===== config.mk =====
export PLATFORM = sky130hd
export DESIGN_NAME = mem_mapper
export DESIGN_NICKNAME = d
export VERILOG_FILES = /design/src/rtl/mmap_pkg.sv /design/src/rtl/mm_page_reg.sv /design/src/rtl/mm_rom_trap.sv /design/src/rtl/mm_decode.sv /design/src/rtl/mem_mapper.sv
export SDC_FILE = /design/constraint.sdc
export NUM_CORES = 1
export LEC_CHECK = 0
export BUFFER_PORTS_ARGS = -buffer_cell sky130_fd_sc_hd__clkbuf_2
export CAP_MARGIN = 15
export CORE_ASPECT_RATIO = 0.8
export CORE_UTILIZATION = 30
export DETAILED_ROUTE_END_ITERATION = 8
export GPL_TIMING_DRIVEN = 1
export PLACE_DENSITY_LB_ADDON = 0.08
export SLEW_MARGIN = 20
export SYNTH_ARGS = -nofsm -noshare
export SYNTH_HDL_FRONTEND = slang
export SYNTH_SLANG_ARGS = --single-unit
export TNS_END_PERCENT = 100

===== constraint.sdc =====
create_clock -name clk -period 1.5 [get_ports clk]
set_clock_uncertainty 0.2 [all_clocks]
set_input_delay 0.15 -clock clk [delete_from_list [all_inputs] [get_ports clk]]
set_output_delay 0.15 -clock clk [all_outputs]
set_load 0.02 [all_outputs]

===== src/rtl/mmap_pkg.sv =====
package mmap_pkg;
  localparam int ADDR_W  = 16;
  localparam int OFF_W   = 14;
  localparam int WIN_W   = ADDR_W - OFF_W;
  localparam int NWIN    = 1 << WIN_W;
  localparam int PAGE_W  = 3;
  localparam int ROM_IW  = 2;
  localparam int RAM_AW  = PAGE_W + OFF_W;
  localparam int ROM_AW  = ROM_IW + OFF_W;

  typedef logic [PAGE_W-1:0] page_t;
  typedef logic [ROM_IW-1:0] rom_idx_t;

  typedef struct packed {
    logic  basic_sel;
    logic  disp_alt;
    page_t top_page;
  } page_fields_t;
endpackage


===== src/rtl/mm_page_reg.sv =====
module mm_page_reg #(
  parameter int          ADDR_W    = 16,
  parameter int          DATA_W    = 8,
  parameter int          PAGE_W    = 3,
  parameter logic [15:0] PORT_ADDR = 16'h7FFD
) (
  input  logic              clk,
  input  logic              rst_n,
  input  logic              io_wr,
  input  logic [ADDR_W-1:0] io_port,
  input  logic [DATA_W-1:0] io_data,
  output logic [PAGE_W-1:0] top_page,
  output logic              disp_alt,
  output logic              basic_sel
);
  localparam int DISP_BIT  = PAGE_W;
  localparam int BASIC_BIT = PAGE_W + 1;

  logic [DATA_W-1:0] reg_q;
  logic              hit;

  assign hit = io_wr && (io_port == PORT_ADDR[ADDR_W-1:0]);

  always_ff @(posedge clk) begin
    if (!rst_n)   reg_q <= '0;
    else if (hit) reg_q <= io_data;
  end

  assign top_page  = reg_q[PAGE_W-1:0];
  assign disp_alt  = reg_q[DISP_BIT];
  assign basic_sel = reg_q[BASIC_BIT];
endmodule


===== src/rtl/mm_rom_trap.sv =====
module mm_rom_trap #(
  parameter int       ADDR_W   = 16,
  parameter int       OFF_W    = 14,
  parameter int       ROM_IW   = 2,
  parameter logic [7:0] TRAP_HI = 8'h3D,
  parameter int       DISK_IDX = 3
) (
  input  logic              clk,
  input  logic              rst_n,
  input  logic              fetch,
  input  logic [ADDR_W-1:0] addr,
  input  logic              basic_sel,
  output logic [ROM_IW-1:0] rom_idx,
  output logic              disk_active
);
  localparam int HI_W = ADDR_W - 8;

  logic disk_q, enter, leave, disk_eff, in_low;

  assign in_low   = (addr[ADDR_W-1:OFF_W] == '0);
  assign enter    = fetch && !disk_q && basic_sel
                    && (addr[ADDR_W-1:8] == TRAP_HI[HI_W-1:0]);
  assign leave    = fetch && disk_q && !in_low;
  assign disk_eff = (disk_q && !leave) || enter;

  always_ff @(posedge clk) begin
    if (!rst_n) disk_q <= 1'b1;
    else        disk_q <= disk_eff;
  end

  assign disk_active = disk_eff;
  assign rom_idx     = disk_eff ? ROM_IW'(DISK_IDX) : ROM_IW'(basic_sel);
endmodule


===== src/rtl/mm_decode.sv =====
module mm_decode #(
  parameter int ADDR_W  = 16,
  parameter int OFF_W   = 14,
  parameter int PAGE_W  = 3,
  parameter int ROM_IW  = 2,
  parameter int FIXED_A = 5,
  parameter int FIXED_B = 2,
  parameter int DISP_LO = 5,
  parameter int DISP_HI = 7
) (
  input  logic                     [ADDR_W-1:0] addr,
  input  logic                                  fetch,
  input  logic                                  mem_rd,
  input  logic                                  mem_wr,
  input  logic                     [PAGE_W-1:0] top_page,
  input  logic                                  disp_alt,
  input  logic                     [ROM_IW-1:0] rom_idx,
  output logic                                  ram_sel,
  output logic                                  ram_we,
  output logic                                  rom_sel,
  output logic              [PAGE_W+OFF_W-1:0]  ram_addr,
  output logic              [ROM_IW+OFF_W-1:0]  rom_addr,
  output logic                     [PAGE_W-1:0] disp_page
);
  localparam int WIN_W = ADDR_W - OFF_W;
  localparam int NWIN  = 1 << WIN_W;

  logic [PAGE_W-1:0] win_page [NWIN];
  logic [WIN_W-1:0]  win;
  logic              low, rd_any;

  for (genvar w = 0; w < NWIN; w++) begin : g_win
    if (w == 1) begin : g_fa
      assign win_page[w] = PAGE_W'(FIXED_A);
    end else if (w == 2) begin : g_fb
      assign win_page[w] = PAGE_W'(FIXED_B);
    end else if (w == NWIN - 1) begin : g_top
      assign win_page[w] = top_page;
    end else begin : g_rom
      assign win_page[w] = '0;
    end
  end

  assign win     = addr[ADDR_W-1:OFF_W];
  assign low     = (win == '0);
  assign rd_any  = fetch || mem_rd;

  assign ram_sel   = !low && (rd_any || mem_wr);
  assign ram_we    = !low && mem_wr;
  assign rom_sel   = low && rd_any;
  assign ram_addr  = {win_page[win], addr[OFF_W-1:0]};
  assign rom_addr  = {rom_idx, addr[OFF_W-1:0]};
  assign disp_page = disp_alt ? PAGE_W'(DISP_HI) : PAGE_W'(DISP_LO);
endmodule


===== src/rtl/mem_mapper.sv =====
module mem_mapper
  import mmap_pkg::*;
#(
  parameter logic [15:0] PORT_ADDR = 16'h7FFD,
  parameter logic [7:0]  TRAP_HI   = 8'h3D,
  parameter int          DISK_IDX  = 3
) (
  input  logic              clk,
  input  logic              rst_n,
  input  logic [ADDR_W-1:0] cpu_addr,
  input  logic              fetch,
  input  logic              mem_rd,
  input  logic              mem_wr,
  input  logic              io_wr,
  input  logic [7:0]        io_data,
  output logic              ram_sel,
  output logic              ram_we,
  output logic              rom_sel,
  output logic [RAM_AW-1:0] ram_addr,
  output logic [ROM_IW-1:0] rom_idx,
  output logic [ROM_AW-1:0] rom_addr,
  output logic [PAGE_W-1:0] disp_page
);
  page_fields_t pf;
  logic         disk_active;

  mm_page_reg #(
    .ADDR_W(ADDR_W), .DATA_W(8), .PAGE_W(PAGE_W), .PORT_ADDR(PORT_ADDR)
  ) u_reg (
    .clk(clk), .rst_n(rst_n), .io_wr(io_wr), .io_port(cpu_addr),
    .io_data(io_data), .top_page(pf.top_page), .disp_alt(pf.disp_alt),
    .basic_sel(pf.basic_sel)
  );

  mm_rom_trap #(
    .ADDR_W(ADDR_W), .OFF_W(OFF_W), .ROM_IW(ROM_IW),
    .TRAP_HI(TRAP_HI), .DISK_IDX(DISK_IDX)
  ) u_trap (
    .clk(clk), .rst_n(rst_n), .fetch(fetch), .addr(cpu_addr),
    .basic_sel(pf.basic_sel), .rom_idx(rom_idx), .disk_active(disk_active)
  );

  mm_decode #(
    .ADDR_W(ADDR_W), .OFF_W(OFF_W), .PAGE_W(PAGE_W), .ROM_IW(ROM_IW)
  ) u_dec (
    .addr(cpu_addr), .fetch(fetch), .mem_rd(mem_rd), .mem_wr(mem_wr),
    .top_page(pf.top_page), .disp_alt(pf.disp_alt), .rom_idx(rom_idx),
    .ram_sel(ram_sel), .ram_we(ram_we), .rom_sel(rom_sel),
    .ram_addr(ram_addr), .rom_addr(rom_addr), .disp_page(disp_page)
  );

  logic unused_disk;
  assign unused_disk = disk_active;
endmodule


==> results of run 1 <==
==> worst max path at each step <==
stage,start,to,slack [ns],cells past startpoint
finish,u_reg.reg_q[4],rom_idx[1],0.01,4
global route,u_reg.reg_q[4],rom_idx[1],-0.07,4
CTS,u_reg.reg_q[4],rom_addr[15],-0.01,4
detailed placement,cpu_addr[15],u_reg.reg_q[3],-0.09,5
global placement,cpu_addr[14],u_reg.reg_q[2],-0.07,6
floorplan,cpu_addr[15],u_reg.reg_q[0],0.02,3
==> layout make-up <==
cell class | count | area share [%]
repair buffers | 77 | 50.9
multi-input cells | 37 | 27.7
flip-flops and latches | 6 | 14.1
well taps | 24 | 3.48
clock buffers | 3 | 2.61
inverters | 3 | 1.30
==> sequential cells by signal, indices dropped and copies added (netlist names) <==
name,flops
u_trap.disk_q,1
u_reg.reg_q,5
==> cell usage in the layout, fill, tap and decap left out <==
| cell type | n |
|---|---|
| nor4_1 | 1 |
| or4_4 | 1 |
| nand2b_1 | 1 |
| nand4_1 | 2 |
| clkbuf_4 | 3 |
| a21boi_0 | 3 |
| clkbuf_2 | 63 |
| o21a_1 | 2 |
| nor4_4 | 1 |
| nand2_1 | 13 |
| nor2_1 | 1 |
| o21ai_0 | 1 |
| nor3_1 | 1 |
| dlygate4sd3_1 | 5 |
| conb_1 | 2 |
| mux2i_1 | 5 |
| inv_1 | 3 |
| o32a_2 | 1 |
| clkbuf_8 | 1 |
| buf_4 | 8 |
| a21o_1 | 1 |
| dfxtp_2 | 1 |
| nand3_1 | 1 |
| dfxtp_1 | 5 |
==> critical path, stage by stage, from the launching register on <==
cell and delay [ns]:
dfxtp_2 0.32, nand2_1 0.04, nor4_1 0.16, o21a_1 0.21, clkbuf_8 0.16
==> repair_timing <==
item,in CTS,in global routing
endpoints found under the hold margin,5,0
endpoints found under the setup margin,2,2
buffers inserted,1,0
cloned,0,0
hold buffers,5,0
resized for setup,4,1
pin swaps,0,1
==> power by group <==
group          total, W  leakage [nW]  switching [W]  internal (W)
registers      0.000163        0.0491    0.000000943      0.000162
clock network  0.000147        0.0138      0.0000565     0.0000904
logic          0.000239         0.409       0.000142     0.0000971
total          0.000549         0.472       0.000199      0.000350
==> synth_stat cells <==
master | instances | share of area [%]
nor4_1 | 1 | 1.0
nand2b_1 | 1 | 1.0
a21boi_0 | 3 | 3.6
nor2_1 | 1 | 0.60
o32a_2 | 1 | 1.8
dfxtp_1 | 6 | 19
buf_4 | 34 | 41
clkbuf_1 | 1 | 0.60
mux2i_1 | 5 | 8.0
a21o_1 | 1 | 1.2
o21a_1 | 2 | 2.4
conb_1 | 1 | 0.60
nor3_1 | 1 | 0.80
nand4_1 | 2 | 2.0
inv_1 | 3 | 1.8
nand3_1 | 1 | 0.80
o21ai_0 | 1 | 0.80
or4_4 | 1 | 1.8
nor4_4 | 1 | 3.4
nand2_1 | 13 | 7.8
==> stage by stage <==
| stage | cell area [sq um] | worst slack [ns] | util, % | std cells | setup TNS, ns |
|---|---|---|---|---|---|
| 2_1_floorplan | 629 | 0.0229 | - | 81 | 0 |
| 3_3_place_gp | 771 | -0.0728 | 40.0 | 141 | -0.348 |
| 3_5_place_dp | 771 | -0.0912 | 40.0 | 141 | -0.393 |
| 4_1_cts | 863 | -0.0119 | 44.8 | 150 | -0.0119 |
| 5_1_grt | 863 | -0.0697 | 44.8 | 150 | -0.139 |
| 6_report | 863 | 0.0120 | 44.8 | 150 | 0 |
==> routing by layer <==
| layer | global-route usage (%) | wire (um) |
|---|---|---|
| met4 | 4.74 | 0 |
| met2 | 20.0 | 579 |
| met5 | 0 | 0 |
| met1 | 15.3 | 579 |
| met3 | 4.30 | 142 |
==> logic make-up (layout without fill, tap and decap cells) <==
| logic type | Yosys count | count (layout) | share of synthesized area [%] |
|---|---|---|---|
| other | 1 | 2 | 0.599 |
| multiplexers | 5 | 5 | 8.00 |
| AO/OA/AOI/OAI | 8 | 8 | 9.80 |
| flip-flops | 6 | 6 | 19.2 |
| AND/OR/NAND/NOR | 22 | 22 | 19.2 |
| buffers and inverters | 38 | 83 | 43.2 |
==> tab_implementation.tex, run 1 <==
\begin{tabular}{lr}
\hline
Metric & Value \\
\hline
\multicolumn{2}{l}{\textbf{STA}} \\
\quad Peak Freq & 672 MHz \\
\quad Worst hold margin & -0.00149 ns \\
\quad Minimum period implied by the final worst setup slack & 1.49 ns \\
\quad RSZ-0062 raised after global routing & yes \\
\quad Max-slew violation count & 0 \\
\quad Number of failing hold endpoints at the final stage & 1 \\
\quad Final number of setup-violating endpoints & 0 \\
\quad Fin crit share & 99.2\% \\
\multicolumn{2}{l}{\textbf{Clock network}} \\
\quad Clock slew at reported path FFs & 0.04 ns \\
\quad Clock Latency Late Sink & 0.24 ns \\
\quad Clock tree root buffer cell & clkbuf\_4 \\
\quad CTS Buf Count & 3 \\
\quad H-tree depth & 1 \\
\quad Number of sinks on the clock net & 6 \\
\quad Deepest clock path buffer count & 2 \\
\quad TritonCTS clock tree & done \\
\multicolumn{2}{l}{\textbf{Logic synthesis}} \\
\quad Warnings, synthesis & 0 \\
\quad Number of flip-flops and latches in the synthesized netlist & 6 \\
\quad Post-Synthesis Mean Instance Area & 7.82 sq um \\
\quad Area of the mapped netlist & 626 sq um \\
\quad Share of the yosys chip area belonging to registers & 19.2\% \\
\quad Post-synthesis instance total & 80 \\
\quad Library cells used by synthesis & 20 \\
\multicolumn{2}{l}{\textbf{Routing}} \\
\quad Post-detailed-route DRC marker count & 0 \\
\quad Number of vias per cell & 4.15 \\
\quad First drt pass iteration count & 2 \\
\quad ANT nets after route & 0 \\
\quad 1st-iter DRT viols & 3 \\
\quad Total length of routed wires & 1300 um \\
\quad Average wire per cell in the routed design & 8.67 um \\
\quad Via count of the routed design & 622 \\
\multicolumn{2}{l}{\textbf{Global routing}} \\
\quad Overall track demand over capacity in global routing & 12.6\% \\
\quad Total gr overflow & 0 \\
\quad Number of antenna violations at the first check in global routing & 0 \\
\quad Largest net degree at the start of global routing & 12 \\
\quad First-pass GRT wire length & 2050 um \\
\quad Via count of the first global-routing pass & 499 \\
\multicolumn{2}{l}{\textbf{Worst hold path}} \\
\quad Min-Delay Path Depth & 2 \\
\quad Worst hold-check path type & input pin to register \\
\quad Start point of the worst hold path & rst\_n \\
\quad Terminating pin of the worst hold path & u\_trap.disk\_q \\
\multicolumn{2}{l}{\textbf{Floorplanning}} \\
\quad Die width & 53.1 um \\
\quad Die Ht & 42.8 um \\
\quad Initial core utilization & 32.5\% \\
\quad Placement Rows & 14 \\
\quad Total I/O pin count & 71 \\
\quad Core outline area & 1930 sq um \\
\quad Area of the die & 2270 sq um \\
\multicolumn{2}{l}{\textbf{Setup path}} \\
\quad Data arrival, critical path & 1.14 ns \\
\quad Critical Path Sink Type & output pin \\
\quad Worst r2r dst & u\_trap.disk\_q \\
\quad Worst Reg-to-Reg Cells & 4 \\
\quad Class of the most critical setup path & register to output pin \\
\quad Endpoint required time on the critical path & 1.15 ns \\
\quad Startpoint types & register \\
\quad Source of the worst register-to-register timing path & u\_reg.reg\_q[4] \\
\quad Worst-path fanout max & 3 \\
\quad Flop2flop setup slack & 0.40 ns \\
\multicolumn{2}{l}{\textbf{Finish}} \\
\quad Sequential standard cell area & 121 sq um \\
\quad Fraction of final layout cells sized beyond drive strength 1 & 62.7\% \\
\quad Multi-input gate area in the final layout & 239 sq um \\
\quad Synthesis-to-finish area growth & 38.0\% \\
\quad Net total in the final layout & 158 \\
\quad Fillcell total & 213 \\
\quad Diodes inserted & 0 \\
\multicolumn{2}{l}{\textbf{Status}} \\
\quad Outcome & finished, violations left \\
\quad Violated checks & hold timing \\
\multicolumn{2}{l}{\textbf{Power and ir drop}} \\
\quad Static leakage power & 0.472 nW \\
\quad Power consumption & 0.000549 W \\
\quad Peak supply drop & 347 uV \\
\quad Power density relative to cell area & 636 nW/um\^{}2 \\
\multicolumn{2}{l}{\textbf{Placement}} \\
\quad Dpl hpwl & 1090 um \\
\quad Total of buffers placed on input and output ports & 65 \\
\quad Gp weighted congestion & 0.675 \\
\multicolumn{2}{l}{\textbf{Run}} \\
\quad Count of maximum capacitance violations & 0 \\
\hline
\end{tabular}
Power figures use the tool's default switching activity.
==> inputs of run 2 (changes only) <==
==> constraint.sdc (replaced) <==
create_clock -name clk -period 1.5 [get_ports clk]
set_clock_uncertainty 0.2 [all_clocks]
set_input_delay 0.15 -clock clk [delete_from_list [all_inputs] [get_ports clk]]
set_output_delay 0.15 -clock clk [all_outputs]
set_load 0.05 [all_outputs]
==> run 2 against run 1 <==
Against the previous run:
- combinational power grew 66%
- first-iteration DRC count grew 100%
- non-clock buffer count grew 3
- setup slack gained 0.017 ns
- sequential share of layout area shrank 0.75 points
- flip-flop and latch count is the same
- the run now ends clean
- sequential power is essentially flat
- hold slack gained 0.26 ns
==> tab_implementation.tex, run 2 (synthesis gave the netlist of run 1 again) <==
\begin{tabular}{lr}
\hline
Metric & Value \\
\hline
\multicolumn{2}{l}{\textbf{Routing}} \\
\quad 1st-iter DRT viols & 6 (+3) \\
\quad Total length of routed wires & 1380 um (+6.1\%) \\
\quad Number of vias per cell & 4.07 (-2.0\%) \\
\quad First drt pass iteration count & 4 (+2) \\
\quad Post-detailed-route DRC marker count & 0 (unchanged) \\
\quad ANT nets after route & 0 (unchanged) \\
\quad Average wire per cell in the routed design & 9.01 um (+4.0\%) \\
\quad Via count of the routed design & 622 (unchanged) \\
\multicolumn{2}{l}{\textbf{STA}} \\
\quad Minimum period implied by the final worst setup slack & 1.47 ns (-0.0169 ns) \\
\quad Final number of setup-violating endpoints & 0 (unchanged) \\
\quad Worst hold margin & 0.255 ns (+0.257 ns) \\
\quad Number of failing hold endpoints at the final stage & 0 (-1) \\
\quad Max-slew violation count & 0 (unchanged) \\
\quad RSZ-0062 raised after global routing & yes \\
\quad Fin crit share & 98.1\% (-1.1 points) \\
\quad Peak Freq & 680 MHz (+1.2\%) \\
\multicolumn{2}{l}{\textbf{Run}} \\
\quad Count of maximum capacitance violations & 0 (unchanged) \\
\multicolumn{2}{l}{\textbf{Finish}} \\
\quad Flip-flop count of the largest register after layout & 5 (unchanged) \\
\quad Diodes inserted & 0 (unchanged) \\
\quad Fillcell total & 196 (-8.0\%) \\
\quad Largest register by flop count & u\_reg.reg\_q \\
\quad End-of-flow core utilization & 47.3\% (+2.5 points) \\
\quad Commonest non-fill, non-tap cell in the layout & clkbuf\_2 \\
\quad Largest regs & u\_reg.reg\_q (5), u\_trap.disk\_q (1) \\
\quad Most used cells in the layout excluding fill and tap cells & clkbuf\_2, nand2\_1, buf\_4, dlygate4sd3\_1 \\
\quad Net total in the final layout & 161 (+1.9\%) \\
\quad Synthesis-to-finish area growth & 45.8\% \\
\quad Fraction of final layout cells sized beyond drive strength 1 & 65.9\% (+3.2 points) \\
\multicolumn{2}{l}{\textbf{Worst hold path}} \\
\quad Terminating pin of the worst hold path & u\_reg.reg\_q[1] \\
\quad Min-Delay Path Depth & 2 (unchanged) \\
\quad Start point of the worst hold path & u\_reg.reg\_q[1] \\
\quad Worst hold-check path type & register to register \\
\multicolumn{2}{l}{\textbf{Power and ir drop}} \\
\quad Peak supply drop & 526 uV (+52\%) \\
\quad Static leakage power & 0.492 nW (+4.2\%) \\
\quad Power density relative to cell area & 773 nW/um\^{}2 (+22\%) \\
\quad Power consumption & 0.000705 W (+29\%) \\
\multicolumn{2}{l}{\textbf{Setup path}} \\
\quad Data arrival, critical path & 1.12 ns (-0.02 ns) \\
\quad Source of the worst register-to-register timing path & u\_reg.reg\_q[4] \\
\quad Flop2flop setup slack & 0.39 ns (about the same) \\
\quad Class of the most critical setup path & register to output pin \\
\quad Worst Reg-to-Reg Cells & 4 (unchanged) \\
\quad Endpoint required time on the critical path & 1.15 ns (about the same) \\
\quad Worst r2r dst & u\_trap.disk\_q \\
\quad Critical Path Sink Type & output pin \\
\quad Startpoint types & register \\
\quad Worst-path fanout max & 3 (unchanged) \\
\multicolumn{2}{l}{\textbf{Placement}} \\
\quad Total of buffers placed on input and output ports & 65 (unchanged) \\
\quad Dpl hpwl & 1140 um (+4.9\%) \\
\quad Gp weighted congestion & 0.645 (-4.5\%) \\
\multicolumn{2}{l}{\textbf{Global routing}} \\
\quad Total gr overflow & 0 (unchanged) \\
\quad Number of antenna violations at the first check in global routing & 0 (unchanged) \\
\quad First-pass GRT wire length & 2100 um (+2.7\%) \\
\quad Via count of the first global-routing pass & 532 (+6.6\%) \\
\quad Largest net degree at the start of global routing & 12 (unchanged) \\
\quad Overall track demand over capacity in global routing & 13.4\% (+0.83 points) \\
\multicolumn{2}{l}{\textbf{Floorplanning}} \\
\quad Die Ht & 42.8 um (unchanged) \\
\quad Core outline area & 1930 sq um (unchanged) \\
\quad Area of the die & 2270 sq um (unchanged) \\
\quad Die width & 53.1 um (unchanged) \\
\quad Total I/O pin count & 71 (unchanged) \\
\quad Initial core utilization & 32.5\% (unchanged) \\
\quad Placement Rows & 14 (unchanged) \\
\multicolumn{2}{l}{\textbf{Clock network}} \\
\quad TritonCTS clock tree & done \\
\quad H-tree depth & 1 (unchanged) \\
\quad Clock slew at reported path FFs & 0.05 ns (about the same) \\
\quad Clock Latency Late Sink & 0.24 ns (about the same) \\
\quad Deepest clock path buffer count & 2 (unchanged) \\
\quad Number of sinks on the clock net & 6 (unchanged) \\
\quad CTS Buf Count & 3 (unchanged) \\
\quad Clock tree root buffer cell & clkbuf\_4 \\
\multicolumn{2}{l}{\textbf{Status}} \\
\quad Outcome & finished, final reports clean \\
\hline
\end{tabular}
==> run 2: cell count changes in the layout (fill, tap and decap cells not counted), sizes merged <==
cell	delta
dlygate4sd3	+1
clkbuf	-1
buf	+3
==> run 2: layer usage <==
metal | global-route usage, % | part of all wire (%) | up-vias
met2 | 20.8 | 45 | 40
met3 | 5.73 | 11 | 4
met1 | 15.0 | 42 | 248
met5 | 0 | 0 | -
li1 | - | - | 330
met4 | 7.89 | 2.1 | 0
==> run 2: cell type report <==
cell class | instances | area, sq um | share of cell area (%)
clock buffer | 3 | 22.5 | 2.47
multi-input combinational | 37 | 254 | 27.8
sequential | 6 | 121 | 13.3
timing repair buffer | 80 | 473 | 51.9
inverter | 3 | 11.3 | 1.23
tap | 24 | 30.0 | 3.29
==> run 2: per-stage QoR <==
step | area, sq um | setup slack [ns] | TNS (ns) | instances
detailed placement | 791 | -0.121 | -0.502 | 143
CTS | 900 | -0.0558 | -0.111 | 153
finish | 912 | 0.0289 | 0 | 153
global route | 912 | -0.0641 | -0.128 | 153
global placement | 791 | -0.0645 | -0.305 | 143
floorplan | 634 | 0.0229 | 0 | 81
==> run 2: timing repair <==
item / 4_1_cts / 5_1_grt
setup buffers: 1 / 0
setup endpoints to repair: 2 / 4
endpoints found under the hold margin: 6 / 0
hold buffers: 6 / 0
resized for setup: 5 / 6
pin swaps: 0 / 1
==> run 2: worst max path at each step <==
stage                              start             end  slack, ns  depth (start not counted)
after floorplan             cpu_addr[15]  u_reg.reg_q[0]       0.02                          3
after global placement       cpu_addr[3]  u_reg.reg_q[3]      -0.06                          6
after detailed placement     cpu_addr[4]  u_reg.reg_q[0]      -0.12                          6
after CTS                 u_reg.reg_q[4]    rom_addr[15]      -0.06                          4
after global routing      u_reg.reg_q[4]    rom_addr[15]      -0.06                          4
final                     u_reg.reg_q[4]    rom_addr[15]       0.03                          4
==> run 2: critical path, stage by stage, from the launching register on <==
cell and delay, ns:
dfxtp_2 0.33, nand2_2 0.05, nor4_2 0.12, o21a_2 0.22
buf_8 0.15
==> run 2: report_power, final <==
group	total (W)	internal (W)	switching, W
Clock	0.000146	0.0000903	0.0000554
Sequential	0.000163	0.000162	0.000000976
Combinational	0.000397	0.000108	0.000289
